==> src/rtl/i2c_reg_slave_pkg.sv <==
package i2c_reg_slave_pkg;

  // Strobes issued by the control unit to the datapath
  typedef struct packed {
    logic shiftIn;   // capture one received bit
    logic setPtr;    // load pointer from received byte
    logic writeMem;  // store received byte at pointer
    logic incPtr;    // advance pointer (wrapping)
    logic loadTx;    // load transmit shifter from pointer
    logic shiftTx;   // present next transmit bit
    logic ackDrive;  // pull SDA low for acknowledge
    logic txDrive;   // drive transmit shifter MSB
  } i2csStrobes_t;

  typedef enum logic [3:0] {
    S_IDLE, S_ADDR, S_PTR, S_WDATA, S_ACK,
    S_RDATA, S_RACK, S_RNEXT, S_IGNORE
  } i2csState_t;

endpackage

==> src/rtl/i2c_reg_slave_dpath.sv <==
module i2c_reg_slave_dpath
  import i2c_reg_slave_pkg::*;
#(
  parameter int MEM_DEPTH = 16,
  localparam int PTR_W = $clog2(MEM_DEPTH)
) (
  input  logic         clk,
  input  logic         rstN,
  input  logic         sclIn,
  input  logic         sdaIn,
  input  i2csStrobes_t stb,
  output logic         sclRise,
  output logic         sclFall,
  output logic         startEv,
  output logic         stopEv,
  output logic         sdaBit,
  output logic [7:0]   rxByte,
  output logic         sdaDriveLow
);

  localparam logic [PTR_W-1:0] LAST_PTR = PTR_W'(MEM_DEPTH - 1);

  logic [1:0] sclSync, sdaSync;
  logic       sclPrev, sdaPrev;
  logic       sclNow, sdaNow;

  always_ff @(posedge clk or negedge rstN) begin
    if (!rstN) begin
      sclSync <= 2'b11;
      sdaSync <= 2'b11;
      sclPrev <= 1'b1;
      sdaPrev <= 1'b1;
    end else begin
      sclSync <= {sclSync[0], sclIn};
      sdaSync <= {sdaSync[0], sdaIn};
      sclPrev <= sclSync[1];
      sdaPrev <= sdaSync[1];
    end
  end

  assign sclNow  = sclSync[1];
  assign sdaNow  = sdaSync[1];
  assign sdaBit  = sdaNow;
  assign sclRise = sclNow & ~sclPrev;
  assign sclFall = ~sclNow & sclPrev;
  assign startEv = sclNow & sclPrev & sdaPrev & ~sdaNow;
  assign stopEv  = sclNow & sclPrev & ~sdaPrev & sdaNow;

  logic [7:0]       rxShift, txShift;
  logic [PTR_W-1:0] ptr;
  logic [7:0]       mem [MEM_DEPTH];

  assign rxByte = rxShift;

  always_ff @(posedge clk or negedge rstN) begin
    if (!rstN) begin
      rxShift <= '0;
      txShift <= 8'hFF;
      ptr     <= '0;
    end else begin
      if (stb.shiftIn) rxShift <= {rxShift[6:0], sdaNow};
      if (stb.loadTx)       txShift <= mem[ptr];
      else if (stb.shiftTx) txShift <= {txShift[6:0], 1'b1};
      if (stb.setPtr)      ptr <= rxShift[PTR_W-1:0];
      else if (stb.incPtr) ptr <= (ptr == LAST_PTR) ? '0 : ptr + 1'b1;
    end
  end

  for (genvar i = 0; i < MEM_DEPTH; i++) begin : gReg
    always_ff @(posedge clk or negedge rstN) begin
      if (!rstN) mem[i] <= '0;
      else if (stb.writeMem && ptr == PTR_W'(i)) mem[i] <= rxShift;
    end
  end

  assign sdaDriveLow = stb.ackDrive | (stb.txDrive & ~txShift[7]);

endmodule

==> src/rtl/i2c_reg_slave_ctrl.sv <==
module i2c_reg_slave_ctrl
  import i2c_reg_slave_pkg::*;
#(
  parameter logic [6:0] DEV_ADDR  = 7'h10,
  parameter int         MEM_DEPTH = 16
) (
  input  logic         clk,
  input  logic         rstN,
  input  logic         sclRise,
  input  logic         sclFall,
  input  logic         startEv,
  input  logic         stopEv,
  input  logic         sdaBit,
  input  logic [7:0]   rxByte,
  output i2csStrobes_t stb
);

  i2csState_t state, ackNext;
  logic [3:0] bitCnt;
  logic       addrHit, ptrOk, recvState, byteDone;

  assign addrHit   = (rxByte[7:1] == DEV_ADDR);
  assign ptrOk     = (int'(rxByte) < MEM_DEPTH);
  assign recvState = (state == S_ADDR) || (state == S_PTR) || (state == S_WDATA);
  assign byteDone  = sclFall && (bitCnt == 4'd8);

  always_comb begin
    stb = '0;
    stb.ackDrive = (state == S_ACK);
    stb.txDrive  = (state == S_RDATA);
    if (!startEv && !stopEv) begin
      if (recvState) begin
        stb.shiftIn = sclRise && (bitCnt != 4'd8);
        if (byteDone && state == S_PTR)   stb.setPtr = ptrOk;
        if (byteDone && state == S_WDATA) begin
          stb.writeMem = 1'b1;
          stb.incPtr   = 1'b1;
        end
      end
      if (state == S_ACK && sclFall && ackNext == S_RDATA) stb.loadTx = 1'b1;
      if (state == S_RDATA && sclFall) begin
        stb.incPtr  = (bitCnt == 4'd7);
        stb.shiftTx = (bitCnt != 4'd7);
      end
      if (state == S_RNEXT && sclFall) stb.loadTx = 1'b1;
    end
  end

  always_ff @(posedge clk or negedge rstN) begin
    if (!rstN) begin
      state   <= S_IDLE;
      ackNext <= S_IDLE;
      bitCnt  <= '0;
    end else if (startEv) begin
      state  <= S_ADDR;
      bitCnt <= '0;
    end else if (stopEv) begin
      state <= S_IDLE;
    end else begin
      case (state)
        S_ADDR, S_PTR, S_WDATA: begin
          if (sclRise && bitCnt != 4'd8) bitCnt <= bitCnt + 4'd1;
          if (byteDone) begin
            bitCnt <= '0;
            if (state == S_ADDR) begin
              if (addrHit) begin
                state   <= S_ACK;
                ackNext <= rxByte[0] ? S_RDATA : S_PTR;
              end else state <= S_IGNORE;
            end else if (state == S_PTR && !ptrOk) begin
              state <= S_IGNORE;
            end else begin
              state   <= S_ACK;
              ackNext <= S_WDATA;
            end
          end
        end
        S_ACK: if (sclFall) begin
          state  <= ackNext;
          bitCnt <= '0;
        end
        S_RDATA: if (sclFall) begin
          if (bitCnt == 4'd7) state <= S_RACK;
          bitCnt <= bitCnt + 4'd1;
        end
        S_RACK: if (sclRise) state <= sdaBit ? S_IGNORE : S_RNEXT;
        S_RNEXT: if (sclFall) begin
          state  <= S_RDATA;
          bitCnt <= '0;
        end
        default: ;
      endcase
    end
  end

endmodule

==> src/rtl/i2c_reg_slave.sv <==
module i2c_reg_slave
  import i2c_reg_slave_pkg::*;
#(
  parameter logic [6:0] DEV_ADDR  = 7'h10,
  parameter int         MEM_DEPTH = 16
) (
  input  logic clk,
  input  logic rstN,
  input  logic sclIn,
  input  logic sdaIn,
  output logic sdaDriveLow
);

  i2csStrobes_t stb;
  logic       sclRise, sclFall, startEv, stopEv, sdaBit;
  logic [7:0] rxByte;

  i2c_reg_slave_ctrl #(.DEV_ADDR(DEV_ADDR), .MEM_DEPTH(MEM_DEPTH)) uCtrl (
    .clk(clk), .rstN(rstN), .sclRise(sclRise), .sclFall(sclFall),
    .startEv(startEv), .stopEv(stopEv), .sdaBit(sdaBit),
    .rxByte(rxByte), .stb(stb)
  );

  i2c_reg_slave_dpath #(.MEM_DEPTH(MEM_DEPTH)) uDp (
    .clk(clk), .rstN(rstN), .sclIn(sclIn), .sdaIn(sdaIn), .stb(stb),
    .sclRise(sclRise), .sclFall(sclFall), .startEv(startEv),
    .stopEv(stopEv), .sdaBit(sdaBit), .rxByte(rxByte),
    .sdaDriveLow(sdaDriveLow)
  );

endmodule

==> config.mk <==
export PLATFORM = sky130hd
export DESIGN_NAME = i2c_reg_slave
export DESIGN_NICKNAME = d
export VERILOG_FILES = /design/src/rtl/i2c_reg_slave_pkg.sv /design/src/rtl/i2c_reg_slave_dpath.sv /design/src/rtl/i2c_reg_slave_ctrl.sv /design/src/rtl/i2c_reg_slave.sv
export SDC_FILE = /design/constraint.sdc
export NUM_CORES = 1
export LEC_CHECK = 0
export ABC_AREA = 1
export BUFFER_PORTS_ARGS = -buffer_cell sky130_fd_sc_hd__buf_2
export CAP_MARGIN = 15
export CORE_MARGIN = 3
export CORE_UTILIZATION = 60
export DETAILED_ROUTE_END_ITERATION = 8
export GPL_ROUTABILITY_DRIVEN = 1
export PLACE_DENSITY = 0.85
export RECOVER_POWER = 50
export SYNTH_ARGS = -nofsm -noshare
export SYNTH_HDL_FRONTEND = slang
export SYNTH_SLANG_ARGS = --single-unit
==> constraint.sdc <==
create_clock -name clk -period 3.23 [get_ports clk]
set_input_delay 0.323 -clock clk [delete_from_list [all_inputs] [get_ports clk]]
set_output_delay 0.323 -clock clk [all_outputs]
set_load 0.01 [all_outputs]
# Yosys cells after proc, flatten, opt, wreduce, memory -nomap -nowiden
# Index checks and enable logic that the tools add are counted.
# totals
mem_bits_ro	0
ram_bits	0
inputBits	4
register_bits	166
memories	0
out_inout_bits	1
latchBits	0
# op_classes
order_cmp	2
n_mul	0
n_mux	40
shift	0
reduce_logical	41
div	0
eq_ne	40
bitwise_logic	17
addsub	2
# ops
cell	n
$mux W4	25
$eq A4 B3 Y1 const B	10
$eq A4 B4 Y1 const B	9
$bmux W8 S4	1
$mux W8	4
$logic_and A1 B1 Y1	26
$pmux W4 S5	1
$eq A4 B2 Y1 const B	4
$ne A4 B1 Y1 const B	4
$ne A4 B4 Y1 const B	4
$pmux W4 S3	1
$add A4 B1 Y4 const B	2
$and A1 B1 Y1	8
$eq A4 B1 Y1 const B	2
$lt A8 B5 Y1 const B	1
$eq A7 B5 Y1 const B	1
$not A1 Y1	7
$reduce_and A7 Y1	1
$reduce_bool A7 Y1	1
$mux W6	1
$ne A2 B1 Y1 const B	3
$reduce_and A6 Y1	1
$ge A5 B5 Y1 const B	1
$mux W1	5
other kinds (15)	19

# Longest topological paths before layout
# Gate-level depths: netlist of the first run.
# depth
word_depth	10
depth_mapped	10

# Hierarchy
# A second synthesis of the first run with hierarchy kept.
# unflattened
hier_cells	1127
area_unflattened_um2	8469.4
# by_module_without_submodules
mod	seq_area_each_um2	instances	cells_each	area_per_inst_um2
i2c_reg_slave_dpath	3871.2	1	974	7533.5
i2c_reg_slave_ctrl	275.3	1	153	935.9

# Worst setup path after synthesis of the first run
# OpenSTA, ideal clock, no wires.
# synth_path
path_kind	register -> register
start	reg uDp.ptr[1]
end	reg uDp.mem[126] (netlist name)
n_path_buf	3
path_stages_with_launch	11
t_required_ns	3.105
arrival_ns	1.632
path_slack_ns	1.473
cell_sequence	dfrtp_1 -> clkbuf_1 -> inv_1 -> buf_2 -> ha_1 -> inv_1 -> nor2_8 -> nand2_4 -> buf_6 -> nand2_2 -> o21ai_2
# synth_between
elab_chain_len	2
# synth_rtl
item	line_no	rtl
start: declaration	i2c_reg_slave_dpath.sv:50	logic [PTR_W-1:0] ptr;
start signal: assignment	i2c_reg_slave_dpath.sv:64	if (stb.setPtr) ptr <= rxShift[PTR_W-1:0];
start signal: assignment	i2c_reg_slave_dpath.sv:65	else if (stb.incPtr) ptr <= (ptr == LAST_PTR) ? '0 : ptr + 1'b1;
$logic_not A4 Y1	i2c_reg_slave_dpath.sv:72	else if (stb.writeMem && ptr == PTR_W'(i)) mem[i] <= rxShift;
$logic_and A1 B1 Y1	i2c_reg_slave_dpath.sv:72	
end signal: indexed assignment	i2c_reg_slave_dpath.sv:72	
end: declaration	i2c_reg_slave_dpath.sv:51	logic [7:0] mem [MEM_DEPTH];
# No other way between the ends.
# A chain may end at the register's enable or synchronous reset.

==> results of run 1 <==
[kinds of logic after synthesis]
family / share of synthesized area
and+or+nand+nor: 0.2999
buffers and inverters: 0.1118
AOI/OAI and AO/OA: 0.1121
DFF: 0.4649
adders and majority gates: 0.008416
xor gates and xnor gates: 0.002946
[flip-flops by register name, indices dropped and copies added (netlist names)]
register / count
uCtrl.ackNext: 3
uCtrl.bitCnt: 4
uCtrl.state: 4
uDp.mem: 128
uDp.ptr: 4
uDp.rxByte: 8
uDp.sclPrev: 1
uDp.sclSync: 2
uDp.sdaPrev: 1
uDp.sdaSync: 2
uDp.txShift: 8
[what timing repair did]
| action | in CTS | in global routing |
|---|---|---|
| hold endpoints to repair | 2 | 0 |
| hold buffers | 2 | 0 |
| gates resized for setup | 0 | 0 |
[report_power, final]
part / total (W) / internal, W / switching (W)
Clock: 0.00205 / 0.00118 / 0.000876
Combinational: 0.00166 / 0.000496 / 0.00116
Sequential: 0.00234 / 0.00221 / 0.000134
[through the flow]
| stage | worst slack (ns) | area (um^2) |
|---|---|---|
| 2_1_floorplan | 1.473 | 8920 |
| 3_3_place_gp | 1.152 | 8955 |
| 3_5_place_dp | 1.085 | 8955 |
| 4_1_cts | 1.084 | 9578 |
| 5_1_grt | 0.5668 | 9569 |
| 6_report | 0.9898 | 9569 |
[per-layer routing]
| layer | part of all wire | global-route usage |
|---|---|---|
| met3 | 0.058 | 0.05375 |
| met5 | 0 | 0 |
| met4 | 0.018 | 0.08677 |
| met2 | 0.48 | 0.4449 |
| met1 | 0.44 | 0.3629 |
[placed cells by master (no fill, tap or decap), drive strengths merged]
cell type and instances:
o22ai 1, nand2b 1, nand2 445, o211ai 2, dfstp 14, dlygate4sd3 2, xor2 1, dfrtp 151
a21oi 19, buf 16, nor3 1, nand4 11, nand3b 1, nor2 39, bufinv 2, o21ai 151
ha 6, clkinvlp 2, inv 180, nand3 97, clkinv 5, clkbuf 20, xnor2 2, and3 1
[final timing paths]
kind,to,slack (ns),cells past startpoint
min in group asynchronous,uDp.mem[114],0.62,1
worst max register to register,uDp.mem[45],1.02,7
worst min register to register,uDp.sclSync[1],0.36,0
worst min-delay path,uDp.sclSync[1],0.36,0
worst max-delay path,uDp.sclPrev,0.99,2
max in group clk,uDp.mem[45],1.02,7
[cell type report]
| class | count | area (um^2) |
|---|---|---|
| fillers | 1149 | 4634 |
| multi-input cells | 778 | 3776 |
| well taps | 180 | 225.2 |
| clock buffers | 18 | 439.2 |
| repair buffers | 20 | 155.1 |
| flip-flops and latches | 165 | 4148 |
| inverters | 175 | 661.9 |
| clock inverters | 14 | 163.9 |
==> results.toml, run 1 <==
[worst_setup_path]
cell_with_the_biggest_individual_delay_on_the_critical_path = "sky130_fd_sc_hd__clkbuf_2"
worstReg2RegStart = "uDp.ptr[1]"
critical-path-top-delay-family = "buffers and inverters"
critPathLaunch = "rstN"
cp_slowest_stage_delay_ns = 1.69
crit_type = "input port to asynchronous set/reset pin"
setup.worst_path.end_class = "asynchronous set/reset pin"
crit_arrival_ns = 2.77
timing.critical_path.cells = "clkbuf_2, clkbuf_2"
worstSetupStartpointType = "input port"
critPathMostFrequentCell = "sky130_fd_sc_hd__clkbuf_2"
path_max_fanout = 98
worst-endpoint-required_ns = 3.76
buf_inv_stages_crit_path = 2

[logic_synthesis]
mappedNetlistNets = 1180
synth-edff-count = 0
post_synth_num_cell_types = 34
netlist_instances = 1170
synth.cell_area_um2 = 8920
yosys.cell_count.top_type = "sky130_fd_sc_hd__nand2_1"
synth.ff_latch_count = 165
synth_area_leaders = "sky130_fd_sc_hd__dfrtp_1 42%, sky130_fd_sc_hd__nand2_1 18%, sky130_fd_sc_hd__inv_1 7.2%, sky130_fd_sc_hd__o21ai_1 5.3%, sky130_fd_sc_hd__nand3_1 5.1%"
synth_largest_area_cell = "sky130_fd_sc_hd__dfrtp_1"
synth.top_cells.by_count = "424 x sky130_fd_sc_hd__nand2_1, 171 x sky130_fd_sc_hd__inv_1, 151 x sky130_fd_sc_hd__dfrtp_1"
yosys.area.top_type_share = 0.4236
top_flip_flop_cell_by_instance_count_after_synthesis = "sky130_fd_sc_hd__dfrtp_1"
synthesis.area_per_instance_um2 = 7.624
asyncSetResetFlopFracSynth = 1.000
yosysSeqAreaShare = 0.4649
synth_warnings = 0

[timing]
timing.final.max_slew_violations = 98
setup_tns_ns = 0
clock-skew-final_ns = 0.009343
finalSetupViolCount = 0
timing.slew.headroom = -0.6307
hold_viol = 0
fmax_ghz = 0.4464
timing.final.crit_period_ns = 2.240
post-route-period-util = 0.6936
tightest_slew_ns = 2.446
grt_setup_unrepaired = "false"
fin_worst_hold_slack_ns = 0.3610

[routing]
routed_wl_mm = 20.64
drc_errors = 0
route.detailed.wl_per_inst_um = 15.29
drt_iter0_markers = 726
route.vias.total = 7355
drt_pre_antenna_iters = 5
route.detailed.vias_per_inst = 5.448
drt.antenna.violating_nets = 0

[outcome]
violated_checks = "capacitance limit, slew limit"
run_status = "finished with violations"

[run]
drv_cap = 1

[clock_tree]
cts_inserted_buffers = 17
cts_tree = "done"
worst_skew_pair_latency_ns = 0.44
cts.sinks = 165
cts_max_path_buffers = 2
clk_transition_reported_paths_ns = 0.06
cts.htree.levels = 4
post-cts-setup-buffers = 0
cts_root_buffer = "sky130_fd_sc_hd__clkbuf_16"

[global_routing]
first_global_vias = 7028
grt_first_pass_wirelength_mm = 34.96
grt_remaining_overflow = 0
grt_start_max_net_pins = 99
antenna_found_initial = 0
gr-usage-all-layers = 0.2704

[placed_design]
place.port_buffers = 4
gp_congestion = 0.9243
placed_wire_length_estimate_after_detailed_placement_mm = 13.23
dpl.cell_count = 1316

[pwr]
ir_worst_vdd_mv = 0.4872
power_leakage_nw = 4.748
power_density_nw_per_um2 = 632.8
post-layout-total-power_w = 0.006055

[floorplanning]
std_cell_rows = 43
start_util = 0.6280
fp.dieW_um = 127.9
design.portCount = 5
die-height_um = 127.9
fp.coreArea_um2 = 14200
die_area_um2 = 16360

[final_layout]
finish.net_count = 1167
layout-drive-gt1-share = 0.1171
area.growth.synth_to_final_pct = 7.280
antennaDiodeCount = 0
final_core_utilization = 0.6737
final_cell_count_no_fill = 1350

[min_path]
timing.hold.worst.start = "uDp.sclSync[0]"
timing.hold.worst.class = "register to register"
Power figures use the tool's default switching activity.
==> run 2: changes to the inputs <==
Settings changed: ABC_AREA 1 to 0, CORE_UTILIZATION 60 to 57.
Clock period 3.23 ns to 1.94 ns, I/O delays scaled along.
==> results.toml, run 2 <==
[routing]
route.layer.met1.wl_mm = 7.878
routed_wl_mm = 19.53
route.detailed.vias_per_inst = 6.430
drt_iter0_markers = 410
drc_errors = 0
drt_pre_antenna_iters = 7
top_signal_layer_used = "met4"
route.vias.total = 5163
routed-wl-met3_um = 908
route.detailed.wl_per_inst_um = 24.32
detailroute.wirelength.met2_mm = 10.01
drt.antenna.violating_nets = 0

[floorplanning]
fp.coreArea_um2 = 13350
std_cell_rows = 42
design.portCount = 5
die_area_um2 = 15250
start_util = 0.5897
die-height_um = 123.5
fp.dieW_um = 123.5

[clock_tree]
cts_tree = "done"
worst_skew_pair_latency_ns = 0.43
cts.htree.levels = 4
clk_transition_reported_paths_ns = 0.06
cts_max_path_buffers = 2
cts_root_buffer = "sky130_fd_sc_hd__clkbuf_16"
cts.sinks = 165
cts_inserted_buffers = 17

[timing]
timing.slew.headroom = 0.1687
timing.final.max_slew_violations = 0
hold_viol = 0
fmax_ghz = 0.4728
timing.final.crit_period_ns = 2.115
finalSetupViolCount = 96
post-route-period-util = 1.090
tightest_slew_ns = 1.247
clock-skew-final_ns = 0.01257
setup_tns_ns = -10.31
post-route-worst-setup-slack_ns = -0.1751
grt_setup_unrepaired = "true"

[final_layout]
area.growth.synth_to_final_pct = 20.52
final_core_utilization = 0.7107
final_common_cell = "sky130_fd_sc_hd__dfrtp_1"
top_register = "uDp.mem"
finish.net_count = 624
final.fill_count = 781
antennaDiodeCount = 0
final_cell_count_no_fill = 803
design_area_um2 = 9487
multiInputGateArea_um2 = 3840
seq_area_um2 = 4150
most-common-layout-cells = "148 x sky130_fd_sc_hd__dfrtp_1, 96 x sky130_fd_sc_hd__mux2_2, 50 x sky130_fd_sc_hd__buf_4"
largest_reg_flops = 128
layout-drive-gt1-share = 0.5136

[logic_synthesis]
synth_compound_gate_area_share = 0.05468
synth.top_cells.by_count = "151 x sky130_fd_sc_hd__dfrtp_1, 136 x sky130_fd_sc_hd__mux2_2, 32 x sky130_fd_sc_hd__mux4_2"
synth_area_leaders = "sky130_fd_sc_hd__dfrtp_1 48%, sky130_fd_sc_hd__mux2_2 19%, sky130_fd_sc_hd__mux4_2 9.2%, sky130_fd_sc_hd__dfstp_2 4.7%, sky130_fd_sc_hd__a22oi_1 1.8%"
synth_fa_ha_area_frac = 0.009537
top_flip_flop_cell_by_instance_count_after_synthesis = "sky130_fd_sc_hd__dfrtp_1"
netlist_instances = 567
asyncSetResetFlopFracSynth = 1.000
yosys.cell_count.top_type = "sky130_fd_sc_hd__dfrtp_1"
yosys.area_share.xor_xnor = 0.002225
synth.ff_latch_count = 165
combinational_family_with_the_most_area_after_synthesis = "multiplexers"
yosysSeqAreaShare = 0.5268
synth_warnings = 0
yosys.area.top_type_share = 0.4801
synth-edff-count = 0
mappedNetlistNets = 577
synth.cell_area_um2 = 7871
synthesis.area_per_instance_um2 = 13.88
synth_largest_area_cell = "sky130_fd_sc_hd__dfrtp_1"
synth_simple_gate_area_share = 0.07598
synth_mux_area_frac = 0.3001
post_synth_num_cell_types = 59

[pwr]
post-layout-total-power_w = 0.007933
power_leakage_nw = 4.397
ir_worst_vdd_mv = 0.7003
power_density_nw_per_um2 = 836.3

[global_routing]
grt_first_pass_wirelength_mm = 30.24
antenna_found_initial = 0
first_global_vias = 5358
grt_start_max_net_pins = 57
grt_remaining_overflow = 0
gr-usage-all-layers = 0.2694

[worst_setup_path]
path_max_fanout = 8
setup.worst_path.end_class = "register"
worstSetupStartpointType = "register"
crit_type = "register to register"
worst-endpoint-required_ns = 2.25
crit_arrival_ns = 2.42

[placed_design]
gp_congestion = 0.8882
placed_wire_length_estimate_after_detailed_placement_mm = 11.63
dpl.cell_count = 763
place.port_buffers = 4
detailed_place.area_um2 = 8474

[outcome]
run_status = "finished with violations"
violated_checks = "setup timing"

[run]
drv_cap = 0

[min_path]
timing.hold.worst.class = "register to register"
-- run 2: cell count changes after synthesis, moves of 14 or more --
cell                      before  now
sky130_fd_sc_hd__nand2_1     424   30
sky130_fd_sc_hd__inv_1       171    9
sky130_fd_sc_hd__mux2_2        0  136
sky130_fd_sc_hd__o21ai_1      94    0
sky130_fd_sc_hd__nand3_1      91    7
sky130_fd_sc_hd__o21ai_2      34    0
sky130_fd_sc_hd__mux4_2        0   32
sky130_fd_sc_hd__nor2_1       31   11
sky130_fd_sc_hd__a22oi_1       0   19
sky130_fd_sc_hd__buf_6        16    2
-- run 2: per-layer routing --
layer / vias to the layer above / GRT usage
li1: 2190 / -
met1: 2730 / 0.3258
met2: 182 / 0.4570
met3: 61 / 0.06953
met4: 0 / 0.1176
met5: - / 0
-- run 2: final timing paths --
kind	start	end	slack, ns	depth (start not counted)
max	uCtrl.bitCnt[0]	uDp.mem[83]	-0.18	8
min in group asynchronous	rstN	uCtrl.bitCnt[3]	0.57	2
max reg2reg	uCtrl.bitCnt[0]	uDp.mem[83]	-0.18	8
max in group asynchronous	rstN	uDp.mem[21]	0.40	3
min reg2reg	uDp.sdaSync[0]	uDp.sdaSync[1]	0.36	0
min	uDp.sdaSync[0]	uDp.sdaSync[1]	0.36	0
-- run 2: logic make-up after synthesis --
group / Yosys count
fa+ha+maj: 6
xor+xnor: 2
compound gates: 63
mux: 179
simple gates: 100
buf+inv: 52
flops: 165
-- run 2: metrics by stage --
| stage | setup WS (ns) | hold WS (ns) |
|---|---|---|
| finish | -0.1751 | 0.3565 |
| global route | -0.2366 | 0.3591 |
| CTS | -0.1428 | 0.2683 |
| detailed placement | -0.2530 | 0.1619 |
| global placement | -0.1493 | 0.1481 |
| floorplan | 0.002234 | -0.1016 |
-- run 2: final cells by class --
type,count,share of cell area
clock buffers,24,0.05183
flip-flops and latches,165,0.4375
multi-input cells,350,0.4048
well taps,176,0.02321
clock inverters,8,0.01029
repair buffers,71,0.06885
inverters,9,0.003561
-- run 2: timing repair --
action / 4_1_cts / 5_1_grt
endpoints found under the setup margin: 134 / 155
hold buffers: 3 / 0
hold endpoints to repair: 32 / 0
resized for setup: 42 / 47
pin swaps: 6 / 14
buffers inserted: 2 / 6
-- run 2: worst max-delay path, cell delays in order, from the launching register on --
cell and delay [ns]:
sky130_fd_sc_hd__dfrtp_1 0.41, sky130_fd_sc_hd__inv_2 0.08, sky130_fd_sc_hd__ha_4 0.12, sky130_fd_sc_hd__and3b_2 0.21, sky130_fd_sc_hd__nand2_4 0.09, sky130_fd_sc_hd__nor3b_2 0.31
sky130_fd_sc_hd__and3_1 0.27, sky130_fd_sc_hd__buf_12 0.15, sky130_fd_sc_hd__mux2_2 0.34
-- run 2: power by group --
group	total [W]	internal, W	switching [W]
clock	0.00336	0.00203	0.00133
combinational	0.000916	0.000358	0.000558
sequential	0.00366	0.00353	0.000132
